File: src/rtl/dac_cmd_pkg.sv
package dac_cmd_pkg;

    typedef enum logic [2:0] {
        FMT_VGA = 3'd0,
        FMT_8   = 3'd1,
        FMT_15  = 3'd2,
        FMT_16  = 3'd3,
        FMT_24  = 3'd4
    } pix_fmt_e;

    typedef struct packed {
        logic [7:0] cmd;
    } cmd_state_t;

    localparam logic [7:0] CMD_FORCED = 8'h80;

endpackage

File: src/rtl/dac_unlock_ctr.sv
module dac_unlock_ctr #(
    parameter int ADDR_W   = 4,
    parameter int LIMIT    = 4,
    parameter int MASK_OFS = 6,
    parameter int WIDX_OFS = 8
) (
    input  logic              clk,
    input  logic              rst,
    input  logic [ADDR_W-1:0] io_ofs,
    input  logic              io_rd,
    output logic              unlocked
);
    localparam int CNT_W = $clog2(LIMIT + 1);
    localparam logic [ADDR_W-1:0] MASK_A = ADDR_W'(MASK_OFS);
    localparam logic [ADDR_W-1:0] WIDX_A = ADDR_W'(WIDX_OFS);
    localparam logic [CNT_W-1:0]  LIM_C  = CNT_W'(LIMIT);

    logic [CNT_W-1:0] cnt_d, cnt_q;

    always_comb begin
        cnt_d = cnt_q;
        if (io_rd && io_ofs == WIDX_A) begin
            cnt_d = '0;
        end else if (io_rd && io_ofs == MASK_A && cnt_q < LIM_C) begin
            cnt_d = cnt_q + 1'b1;
        end
    end

    always_ff @(posedge clk) begin
        if (rst) cnt_q <= '0;
        else     cnt_q <= cnt_d;
    end

    assign unlocked = (cnt_q == LIM_C);
endmodule

File: src/rtl/dac_mode_decode.sv
module dac_mode_decode
    import dac_cmd_pkg::*;
#(
    parameter int FREQ_W = 32
) (
    input  logic [7:0]        cmd,
    input  logic              seq_clk_half,
    input  logic              seq_chain4,
    input  logic              gc_shift256,
    input  logic              crtc_half,
    input  logic              gfx_mode,
    input  logic [FREQ_W-1:0] pclk_in,
    output pix_fmt_e          fmt,
    output logic [1:0]        div,
    output logic [FREQ_W-1:0] pclk_out
);
    logic              eight_ok;
    logic [FREQ_W+1:0] dbl;
    logic [FREQ_W+1:0] scaled;

    assign eight_ok = !seq_clk_half && seq_chain4 && gc_shift256 && crtc_half && gfx_mode;

    always_comb begin
        unique case (cmd[7:5])
            3'b101:  begin fmt = FMT_15; div = 2'd2; end
            3'b111:  begin fmt = FMT_16; div = 2'd2; end
            3'b011:  begin fmt = FMT_24; div = 2'd3; end
            default: begin fmt = eight_ok ? FMT_8 : FMT_VGA; div = 2'd1; end
        endcase
    end

    assign dbl      = {2'b00, pclk_in} << 1;
    assign scaled   = dbl / 3;
    assign pclk_out = (fmt == FMT_24) ? scaled[FREQ_W-1:0] : pclk_in;
endmodule

File: src/rtl/dac_cmd_unlock.sv
module dac_cmd_unlock
    import dac_cmd_pkg::*;
#(
    parameter int ADDR_W   = 4,
    parameter int LIMIT    = 4,
    parameter int MASK_OFS = 6,
    parameter int WIDX_OFS = 8,
    parameter int FREQ_W   = 32
) (
    input  logic              clk,
    input  logic              rst,
    input  logic [ADDR_W-1:0] io_ofs,
    input  logic              io_rd,
    input  logic              io_wr,
    input  logic [7:0]        io_wdata,
    input  logic [7:0]        dn_rdata,
    output logic [7:0]        io_rdata,
    output logic              mask_wr_en,
    output logic [7:0]        cmd_value,
    output logic              unlocked,
    input  logic              seq_clk_half,
    input  logic              seq_chain4,
    input  logic              gc_shift256,
    input  logic              crtc_half,
    input  logic              gfx_mode,
    input  logic [FREQ_W-1:0] pclk_in,
    output logic [2:0]        pix_fmt,
    output logic [1:0]        clk_div,
    output logic [FREQ_W-1:0] pclk_out
);
    localparam logic [ADDR_W-1:0] MASK_A = ADDR_W'(MASK_OFS);

    cmd_state_t st_d, st_q;
    logic       mask_hit;
    pix_fmt_e   fmt;

    dac_unlock_ctr #(
        .ADDR_W(ADDR_W), .LIMIT(LIMIT), .MASK_OFS(MASK_OFS), .WIDX_OFS(WIDX_OFS)
    ) u_ctr (
        .clk(clk), .rst(rst), .io_ofs(io_ofs), .io_rd(io_rd), .unlocked(unlocked)
    );

    assign mask_hit = (io_ofs == MASK_A);

    always_comb begin
        st_d       = st_q;
        io_rdata   = dn_rdata;
        mask_wr_en = 1'b0;
        if (mask_hit && unlocked) begin
            if (io_rd) begin
                if (st_q.cmd == 8'h00) begin
                    st_d.cmd = CMD_FORCED;
                    io_rdata = CMD_FORCED;
                end else begin
                    io_rdata = st_q.cmd;
                end
            end
            if (io_wr) st_d.cmd = io_wdata;
        end else if (mask_hit && io_wr) begin
            mask_wr_en = 1'b1;
        end
    end

    always_ff @(posedge clk) begin
        if (rst) st_q <= '0;
        else     st_q <= st_d;
    end

    assign cmd_value = st_q.cmd;

    dac_mode_decode #(.FREQ_W(FREQ_W)) u_dec (
        .cmd(st_q.cmd), .seq_clk_half(seq_clk_half), .seq_chain4(seq_chain4),
        .gc_shift256(gc_shift256), .crtc_half(crtc_half), .gfx_mode(gfx_mode),
        .pclk_in(pclk_in), .fmt(fmt), .div(clk_div), .pclk_out(pclk_out)
    );

    assign pix_fmt = fmt;
endmodule

File: config.mk
export PLATFORM = sky130hd
export DESIGN_NAME = dac_cmd_unlock
export DESIGN_NICKNAME = d
export VERILOG_FILES = /design/src/rtl/dac_cmd_pkg.sv /design/src/rtl/dac_unlock_ctr.sv /design/src/rtl/dac_mode_decode.sv /design/src/rtl/dac_cmd_unlock.sv
export SDC_FILE = /design/constraint.sdc
export NUM_CORES = 1
export LEC_CHECK = 0
export BUFFER_PORTS_ARGS = -buffer_cell sky130_fd_sc_hd__buf_4
export CORE_ASPECT_RATIO = 0.7
export CORE_UTILIZATION = 45
export CTS_BUF_LIST = sky130_fd_sc_hd__clkbuf_8 sky130_fd_sc_hd__clkbuf_16
export CTS_CLUSTER_SIZE = 16
export DETAILED_ROUTE_END_ITERATION = 6
export GPL_TIMING_DRIVEN = 1
export HOLD_SLACK_MARGIN = 0.05
export PLACE_DENSITY = 0.73
export SLEW_MARGIN = 20
export SYNTH_ARGS = -nofsm -noshare
export SYNTH_HDL_FRONTEND = slang
export SYNTH_SLANG_ARGS = --single-unit
File: constraint.sdc
create_clock -name clk -period 11.01 [get_ports clk]
set_clock_uncertainty 0.2 [all_clocks]
set_input_delay 1.6515 -clock clk [delete_from_list [all_inputs] [get_ports clk]]
set_output_delay 1.6515 -clock clk [all_outputs]
set_load 0.01 [all_outputs]
Word level (Yosys, flattened, before mapping)
Index checks and enable logic that the tools add are counted.

Register bits after elaboration: 11. Input bits: 61. Output and inout bits: 55. Logic and storage cells: 38.

$add $sub $neg: 1. Div/mod/pow operators: 1. Magnitude comparators: 1. Equality and inequality tests: 7. Muxes and demuxes: 11. Reduce and logical (&&, ||, !) cells: 15.

Operator list (count): $mux W8 (5); $div A33 B2 Y34 const B (1); $mux W32 (1); $eq A3 B3 Y1 const B (4); $logic_and A1 B1 Y1 (9); $pmux W3 S3 (1); $logic_not A8 Y1 (1); $eq A4 B3 Y1 const B (1); $eq A4 B4 Y1 const B (1); $pmux W2 S2 (1); $reduce_or A2 Y1 (2); $add A3 B1 Y3 const B (1); $eq A3 B2 Y1 const B (1); $lt A3 B3 Y1 const B (1); $mux W1 (3); $reduce_and A2 Y1 (1); $reduce_bool A2 Y1 (1); $logic_not A1 Y1 (1).

Logic depth before layout (Yosys ltp)
Gate-level depths: netlist (run 1).

Depth after elaboration: 9. Gate-level depth with buffers: 39. Mapped depth without buffers: 31.

By module
From an unflattened synthesis (run 1), not the netlist that was laid out.

Cells, all modules: 811. Area, all modules: 5113.7 µm².

Modules (own cells, without submodules): dac_mode_decode (instances 1, cells each 732, area an instance 4411.7 µm², sequential area each 0.0 µm²); dac_cmd_unlock (instances 1, cells each 57, area an instance 514.2 µm², sequential area each 160.2 µm²); dac_unlock_ctr (instances 1, cells each 22, area an instance 187.7 µm², sequential area each 60.1 µm²).

Worst setup path after synthesis (run 1)
Ideal clock, no wire load.

Path kind: input to output. From: in pclk_in[26]. To: out pclk_out[0]. Data arrival time: 8.793 ns. Setup slack: 0.366 ns. Cell stages on the path: 35. Path buffers: 7. Cells stage by stage: buf_4 -> nor4_1 -> nor3_1 -> a311o_1 -> and3_1 -> buf_2 -> a31oi_1 -> a2bb2oi_4 -> and2_2 -> buf_6 -> o311ai_0 -> nor3_4 -> mux2i_1 -> or3_4 -> or2_0 -> buf_2 -> a22o_1 -> o31a_1 -> a211o_1 -> buf_6 -> xnor2_1 -> a32oi_1 -> o211ai_2 -> clkbuf_1 -> nor2_1 -> a221oi_1 -> o31ai_2 -> buf_2 -> nand3_1 -> o21ai_0 -> o21a_1 -> ha_1 -> or4_1 -> o2111ai_1 -> a211oi_2.

Cells in the longest elaborated chain, start to end: 2.

RTL lines: from (decl) (RTL line dac_cmd_unlock.sv:26) `input logic [FREQ_W-1:0] pclk_in,`; $div A33 B2 Y34 (RTL line dac_mode_decode.sv:33) `assign scaled = dbl / 3;`; $mux W32 (RTL line dac_mode_decode.sv:34) `assign pclk_out = (fmt == FMT_24) ? scaled[FREQ_W-1:0] : pclk_in;`; to (decl) (RTL line dac_cmd_unlock.sv:29) `output logic [FREQ_W-1:0] pclk_out`.

No other way between the ends.

Worst setup path after layout (run 1)
From: in pclk_in[27]. To: out pclk_out[0].

The elaborated chain is that of the path after synthesis.

==> results.yml, run 1 <==
status:
  status: "finished, final reports clean"
worst_setup_path:
  max_stage_delay_ps: 490
  r2r-end: "cmd_value[4]$_SDFFE_PP0P_"
  cp_common_cell: "buf_4"
  cp.arrival_ps: 9130
  critical_path_required_ps: 9160
  ff2ff_setup_slack_ps: 9180
  startpoint_type: "input port"
  slowest_stage: "o311ai_0"
  cp_max_fo: 15
  r2r_start: "u_ctr.cnt_q[0]$_SDFFE_PP0P_"
  cp-end-kind: "output pin"
  setup.worst_path.class: "input port to output pin"
  worst-r2r-cell-count: 6
drt:
  first_pass_iters: 6
  via_per_inst: 6.48
  wl_per_cell_um: 16.5
  drcViolationCount: 0
  ant_nets: 0
  drt_wl_total_um: 15300
  via_count: 6024
  drt-initial-drc-count: 663
floorplan:
  initial_core_util_pct: 47.4
  die_y_um: 84.8
  core-area_um2: 9290
  ios: 116
  dieArea_um2: 10200
  die_w_um: 120
  rows: 29
yosys:
  yosys.cell_types.count: 93
  yosysSeqAreaShare_pct: 5.00
  netlist.area_leader.share_pct: 7.38
  synthesis.area_um2: 4410
  ys.flop_type: "dfxtp_1"
  yosysWarnings: 0
  syn_inst: 697
  avgSynthCellArea_um2: 6.32
  synth_most_common_cell: "nand2_1"
  synth-async-reset-ratio_pct: 0
  ys_ff_latch: 11
  synth_edf_count: 0
  synthTopCellsByArea: "o21ai_0, nand2_1, nor2_1"
  synth_top_cells_by_count: "nand2_1, nor2_1, o21ai_0, a21oi_1, clkbuf_1"
  synth_top_area_cell: "o21ai_0"
  syn_nets: 761
sta:
  period_minus_slack_ps: 10980
  hold_viol_final: 0
  min_period_over_period_pct: 99.7
  fin_hold_ws_ps: 308
  slew_headroom_pct: 33.2
  slew_violations: 0
  setup_viol: 0
  worstMarginPinSlew_ps: 1000
  max_freq_mhz: 91.1
clock_tree:
  clock_latency_ps: 230
  cts_root_buffer: "clkbuf_16"
  cts_tree: "done"
  cts_inserted_buffers: 3
  h-tree-depth: 1
  clock_path_buffers: 2
  clock-sinks: 11
  path_clk_slew_ps: 40
  postCtsHoldBufs: 0
power:
  p_sw_share_pct: 47.3
  pwr-share-comb_pct: 78.6
  p_leak_uw: 0.00247
  pwr-share-clk_pct: 13.3
  powerDensity_nw_per_um2: 84.3
  p_switching_uw: 234
  seqPwrFrac_pct: 8.1
  p_int_uw: 261
  ir_drop_mv: 0.0715
grt:
  grt_pass1_vias: 4928
  grt_antenna_before_repair: 0
  grt_max_degree: 46
  grt_pass1_wl_um: 23100
  grt-ovfl-total: 0
  grt_usage_pct: 26.4
worst_hold_path:
  hold-path-endpoint: "u_ctr.cnt_q[1]$_SDFFE_PP0P_"
  timing.hold.worst_path_depth: 2
  hold_start: "u_ctr.cnt_q[1]$_SDFFE_PP0P_"
  hold_path_class: "flip-flop to flip-flop"
finish:
  diodes: 0
  drive_gt1_share_pct: 31.6
  num-fill-cells: 869
  utilization_pct: 63.2
  nets: 870
  area_growth_syn_to_layout_pct: 33.2
job:
  maxCapViolCount: 0
placement:
  io_buffers: 115
  dpl.hpwl_um: 10400
  place_congestion: 0.935
[metal layers]
| metal | routed length (um) | track usage, % | vias up |
|---|---|---|---|
| li1 | - | - | 2884 |
| met1 | 6990 | 39.6 | 2783 |
| met3 | 1290 | 3.40 | 25 |
| met4 | 199 | 3.70 | 0 |
| met2 | 6860 | 40.4 | 332 |
| met5 | 0 | 0 | - |
[layout by cell type, fill, tap and decap left out, types with 10 or more instances in the layout]
cell and count:
buf_4 165, nand3_1 17, nand2_1 77, a211oi_1 12, mux2i_1 14, inv_1 21, a21oi_1 41, a31oi_1 16
nor2_1 70, nand2b_1 12, or3_1 10, o21ai_0 64, nor3_1 14, dfxtp_1 11
[power by group through the flow]
stage / sequential (uW) / combinational, uW / clock, uW
5_1_grt: 40.1 / 419 / 70.6
3_5_place_dp: 40.8 / 324 / 0
2_1_floorplan: 40.8 / 229 / 0
4_1_cts: 40.1 / 327 / 67.2
3_3_place_gp: 40.8 / 316 / 0
6_report: 40.1 / 389 / 65.8
[critical path: cells and delay by family]
| family | cells | cell delay, ps |
|---|---|---|
| mux | 1 | 120 |
| xor+xnor | 1 | 150 |
| fa+ha+maj | 1 | 190 |
| simple gates | 8 | 1670 |
| buf+inv | 8 | 1370 |
| compound gates | 18 | 3990 |
[repair_timing]
action	in CTS	in global routing
endpoints found under the setup margin	2	3
gates resized for setup	1	54
cloned	0	1
pin swaps	0	24
setup buffers	0	23
[cell type report]
class                      instances  area [um2]  area share [%]
multi-input combinational        598        4040            68.9
timing repair buffer             168        1280            21.8
sequential                        11         220            3.75
tap                              124         155            2.64
inverter                          24        90.1            1.54
clock buffer                       3        75.1            1.28
clock inverter                     1        5.00          0.0853
[registers in the layout, summed over array words and instances (netlist names)]
name         flops
cmd_value        8
u_ctr.cnt_q      3
[kinds of logic (layout without fill, tap and decap cells)]
kind of cell,count (synthesis),count (layout),share of synthesized area (%)
simple gates,282,282,32.4
mux,23,23,5.48
xor+xnor,10,10,2.16
buf+inv,89,196,8.95
flops,11,11,5.00
compound gates,279,280,45.1
fa+ha+maj,3,3,0.852
[stage by stage]
stage               cells  setup WS [ps]  TNS (ps)  cell area (um2)  power (uW)
global placement      901            144         0             5350         357
finish                929           31.2         0             5870         495
floorplan             697            366         0             4410         270
CTS                   905           2.13         0             5430         434
detailed placement    901          -74.6     -74.6             5350         365
global route          929           -211      -324             5870         530
[worst max-delay path by stage]
stage	from	cells after the start	to
final	pclk_in[27]	37	pclk_out[0]
after CTS	pclk_in[26]	34	pclk_out[0]
after global placement	pclk_in[26]	31	pclk_out[0]
after global routing	pclk_in[27]	37	pclk_out[0]
after detailed placement	pclk_in[26]	31	pclk_out[0]
after floorplan	pclk_in[26]	35	pclk_out[0]
Power figures use the tool's default switching activity.
==> run 2: changes to the inputs <==
Settings changed: ABC_AREA from default to 1, CORE_UTILIZATION 45 to 43, PLACE_DENSITY 0.73 to 0.79.
==> run 2 against run 1 <==
Net effect:
- the flow now finishes with violations (negative setup slack)
- sequential power about the same
- global-route usage decreased by 1.7 points
- sequential cell count unchanged
- non-clock buffer count increased by 6
- combinational power about the same
- die area decreased by 44%
- total power decreased by 5.2%
- count of clock-buffer cells in the layout unchanged
- largest cell class unchanged
==> results.yml, run 2 <==
finish:
  nets: 692
  layout_common_cells: "buf_4, nand2_1, inv_1, nand2_2, o21ai_0"
  largest_reg_flops: 8
  final_common_cell: "buf_4"
  utilization_pct: 86.5
  fin_cells: 696
  diodes: 0
  num-fill-cells: 301
  drive_gt1_share_pct: 54.1
  area_growth_syn_to_layout_pct: 86.0
power:
  ir_drop_mv: 0.0769
  p_leak_uw: 0.00228
  powerDensity_nw_per_um2: 109
grt:
  grt_antenna_before_repair: 0
  grt_max_degree: 64
  grt-ovfl-total: 0
  grt_pass1_wl_um: 12100
  grt_pass1_vias: 2969
  grt_usage_pct: 24.7
drt:
  drt_wl_total_um: 9940
  via_count: 3796
  ant_nets: 0
  first_pass_iters: 6
  drcViolationCount: 0
  drt-initial-drc-count: 193
  via_per_inst: 5.45
  wl_per_cell_um: 14.3
floorplan:
  die_w_um: 89.8
  initial_core_util_pct: 46.5
  dieArea_um2: 5700
  die_y_um: 63.5
  rows: 21
  ios: 116
  core-area_um2: 4990
yosys:
  ys.flop_type: "dfxtp_1"
  synth_top_cells_by_count: "nand2_1, inv_1, nor2_1, nand3_1, o21ai_0"
  yosys.cell_types.count: 28
  synthTopCellsByArea: "nand2_1, inv_1, dfxtp_1"
  netlist.area_leader.share_pct: 24.2
  synth-async-reset-ratio_pct: 0
  synthesis.area_um2: 2320
  yosysWarnings: 0
  avgSynthCellArea_um2: 5.08
  yosysSeqAreaShare_pct: 9.48
  syn_inst: 457
  synth_top_area_cell: "nand2_1"
  synth_most_common_cell: "nand2_1"
  ys_ff_latch: 11
  synth_edf_count: 0
  syn_nets: 521
clock_tree:
  postCtsHoldBufs: 0
  clock-sinks: 11
  path_clk_slew_ps: 50
  cts_tree: "done"
  cts_root_buffer: "clkbuf_8"
  cts_inserted_buffers: 3
  clock_latency_ps: 240
  clock_path_buffers: 2
  h-tree-depth: 1
worst_setup_path:
  critical_path_required_ps: 9160
  max_stage_delay_ps: 230
  slowest_stage: "o21ai_4"
  cp_common_cell: "nand2_2"
  cp-end-kind: "output pin"
  cp.arrival_ps: 10340
  crit_family: "simple AND/OR/NAND/NOR gates"
  cp_max_fo: 4
  setup.worst_path.class: "input port to output pin"
  critPathBufInv: 12
  startpoint_type: "input port"
sta:
  max_freq_mhz: 82.0
  fin_ws_ps: -1190
  setup_viol: 4
  hold_viol_final: 0
  period_minus_slack_ps: 12200
  worstMarginPinSlew_ps: 593
  fin_hold_ws_ps: 291
  rsz0062_at_grt: "yes"
  slew_violations: 0
  slew_headroom_pct: 60.5
  min_period_over_period_pct: 111
status:
  failed_checks: "negative setup slack"
  status: "finished, violations left"
worst_hold_path:
  hold_path_class: "flip-flop to flip-flop"
job:
  maxCapViolCount: 0
placement:
  place_congestion: 0.805
  dpl.hpwl_um: 5760
  dp_cells: 668
  io_buffers: 115
-- run 2: cell type report --
class,count,area (um2),share of cell area [%]
Inverter,81,312,7.21
Tap cell,69,86.3,2.00
Timing Repair Buffer,174,1330,30.8
Sequential cell,11,220,5.10
Clock inverter,1,3.75,0.0869
Clock buffer,3,41.3,0.956
Multi-Input combinational cell,357,2330,53.9
-- run 2: tightest hold or removal path: cells and delay by family (launching register included) --
family	cells	cell delay [ps]
AO/OA/AOI/OAI	1	50
flip-flops	1	330
buffers and inverters	1	70
-- run 2: cell families after synthesis --
kind of cell / Yosys count / synth area share, %
and+or+nand+nor: 243 / 44.9
AOI/OAI and AO/OA: 111 / 29.6
DFF: 11 / 9.48
adders and majority gates: 3 / 1.62
buffers and inverters: 89 / 14.4
-- run 2: through the flow --
step	TNS [ps]	setup slack, ps	instance area, um2	power, uW
after floorplan	0	564	2320	192
after global placement	-331	-233	3510	281
final	-3180	-1190	4320	469
after CTS	-1090	-610	3640	340
after detailed placement	-1120	-622	3510	288
after global routing	-6120	-1790	4320	498
-- run 2: what timing repair did --
action | CTS | global route
buffers inserted | 5 | 19
cloned | 0 | 0
setup endpoints to repair | 2 | 6
pin swaps | 5 | 77
resized for setup | 10 | 138
-- run 2: path summary, 6_finish.rpt --
path                                from                   endpoint  slack [ps]  depth (start not counted)
min reg2reg    cmd_value[0]$_SDFFE_PP0P_  cmd_value[0]$_SDFFE_PP0P_         290                          2
min            cmd_value[0]$_SDFFE_PP0P_  cmd_value[0]$_SDFFE_PP0P_         290                          2
max reg2reg  u_ctr.cnt_q[0]$_SDFFE_PP0P_  cmd_value[7]$_SDFFE_PP0P_        9180                          8
max                          pclk_in[31]                pclk_out[0]       -1190                         79
-- run 2: power breakdown --
part,leakage [uW],switching [uW],total (uW),internal [uW]
clock,0.0000269,15.0,39.5,24.5
combinational,0.00217,216,389,173
sequential,0.0000886,0.109,40.1,40.0
-- run 2: per-layer routing --
layer	GRT usage, %	wire length (um)	vias to the layer above
met5	0	0	-
met4	4.51	472	0
met3	3.50	742	64
met2	43.8	4860	224
met1	31.9	3870	1681
li1	-	-	1827
==> run 3: changes to the inputs <==
Settings changed: ABC_CLOCK_PERIOD_IN_PS from default to 11010, CORE_ASPECT_RATIO 0.7 to 0.6.
==> run 3 against run 2 <==
Net effect:
- the flow still finishes with violations (negative setup slack)
- die area barely moved
- critical path depth stayed put
- cell count shrank 0.43%
- sequential power about the same
- global-route usage increased by 1.9 points
- sequential share of layout area down 0.084 points
- final area grew 1.7%
- first-iteration DRC count is 42% higher
- fmax shrank 1.6%
- critical endpoint unchanged
- non-clock buffer count unchanged
- core utilization down 0.91 points
- register-to-register slack got worse by 50 ps
==> results.yml, run 3 (synthesis results as in run 2) <==
worst_setup_path:
  cp_common_cell: "nand2_2"
  setup.worst_path.class: "input port to output pin"
  cp.arrival_ps: 10540
  cp_max_fo: 4
  cp-end-kind: "output pin"
  critical_path_required_ps: 9160
  slowest_stage: "o21ai_4"
  max_stage_delay_ps: 230
  startpoint_type: "input port"
finish:
  largest_reg_flops: 8
  utilization_pct: 85.6
  drive_gt1_share_pct: 55.8
  fin_cells: 693
  layout_common_cells: "buf_4, nand2_1, inv_1, nand2_2, o21ai_0"
  final_common_cell: "buf_4"
  area_growth_syn_to_layout_pct: 89.1
  design_area_um2: 4390
  nets: 692
  diodes: 0
floorplan:
  dieArea_um2: 5710
  die_y_um: 58.9
  initial_core_util_pct: 45.3
  rows: 20
  core-area_um2: 5130
  die_w_um: 96.9
  ios: 116
sta:
  fin_hold_ws_ps: 290
  fin_ws_ps: -1390
  worstMarginPinSlew_ps: 833
  fin_tns_setup_ps: -3790
  setup_viol: 5
  max_freq_mhz: 80.7
  rsz0062_at_grt: "yes"
  hold_viol_final: 0
  period_minus_slack_ps: 12400
  min_period_over_period_pct: 113
  slew_violations: 0
  slew_headroom_pct: 44.3
power:
  p_leak_uw: 0.00230
  powerDensity_nw_per_um2: 112
  ir_drop_mv: 0.0844
placement:
  io_buffers: 115
  dpl.hpwl_um: 6330
  place_congestion: 0.860
  dp_cells: 669
  post_dp_cell_area_um2: 3560
clock_tree:
  cts_tree: "done"
  clock_path_buffers: 2
  h-tree-depth: 1
  path_clk_slew_ps: 50
  clock_latency_ps: 240
  cts_root_buffer: "clkbuf_8"
  cts_inserted_buffers: 3
  postCtsHoldBufs: 0
  clock-sinks: 11
grt:
  grt_usage_pct: 26.6
  grt_pass1_vias: 3097
  grt-ovfl-total: 0
  grt_pass1_wl_um: 12800
  grt_max_degree: 33
  grt_antenna_before_repair: 0
status:
  failed_checks: "negative setup slack"
  status: "finished, violations left"
drt:
  wl_per_cell_um: 16.1
  drcViolationCount: 0
  drt-initial-drc-count: 274
  maxUsedRoutingLayer: "met4"
  ant_nets: 0
  drt_wl_total_um: 11200
  first_pass_iters: 5
  dr_wl_met2_um: 5410
  via_per_inst: 5.76
  met3_length_um: 929
  drt-met1-wl_um: 4390
  via_count: 3995
worst_hold_path:
  hold_path_class: "flip-flop to flip-flop"
job:
  maxCapViolCount: 0
## run 3: report_power, final
part / leakage (uW) / internal (uW) / switching [uW] / total (uW)
logic: 0.00218 / 181 / 230 / 411
clock network: 0.0000269 / 24.5 / 15.8 / 40.3
registers: 0.0000886 / 40.0 / 0.104 / 40.1
## run 3: layer usage
metal	up-vias	track usage (%)
met3	60	3.44
met1	1832	34.3
met4	0	5.12
li1	1819	-
met2	284	48.6
met5	-	0
## run 3: final cells by class
class / instances / area, um2
Clock buffer: 3 / 41.3
Clock inverter: 1 / 3.75
Fill cell: 287 / 738
Inverter: 81 / 312
Multi-Input combinational cell: 357 / 2350
Sequential cell: 11 / 220
Tap cell: 66 / 82.6
Timing Repair Buffer: 174 / 1390
## run 3: through the flow
step / setup slack [ps] / total power [uW]
after floorplan: 564 / 192
after global placement: -259 / 287
after detailed placement: -780 / 297
after CTS: -668 / 354
after global routing: -1880 / 517
final: -1390 / 491
## run 3: repair_timing
item,CTS,global route
resized for setup,20,141
setup endpoints to repair,3,6
buffers inserted,4,18
pin swaps,9,67
## run 3: path summary, 6_finish.rpt
| check | start | to | slack (ps) | cells past startpoint |
|---|---|---|---|---|
| worst max-delay path | pclk_in[31] | pclk_out[0] | -1390 | 79 |
| worst min-delay path | u_ctr.cnt_q[0]$_SDFFE_PP0P_ | u_ctr.cnt_q[0]$_SDFFE_PP0P_ | 290 | 2 |
| worst max register to register | u_ctr.cnt_q[0]$_SDFFE_PP0P_ | cmd_value[7]$_SDFFE_PP0P_ | 9130 | 8 |
| worst min register to register | u_ctr.cnt_q[0]$_SDFFE_PP0P_ | u_ctr.cnt_q[0]$_SDFFE_PP0P_ | 290 | 2 |
## run 3: critical path, delay by kind of cell
family / cells / cell delay [ps]
AOI/OAI and AO/OA: 22 / 3460
buffers and inverters: 7 / 580
and+or+nand+nor: 49 / 4680
adders and majority gates: 1 / 160
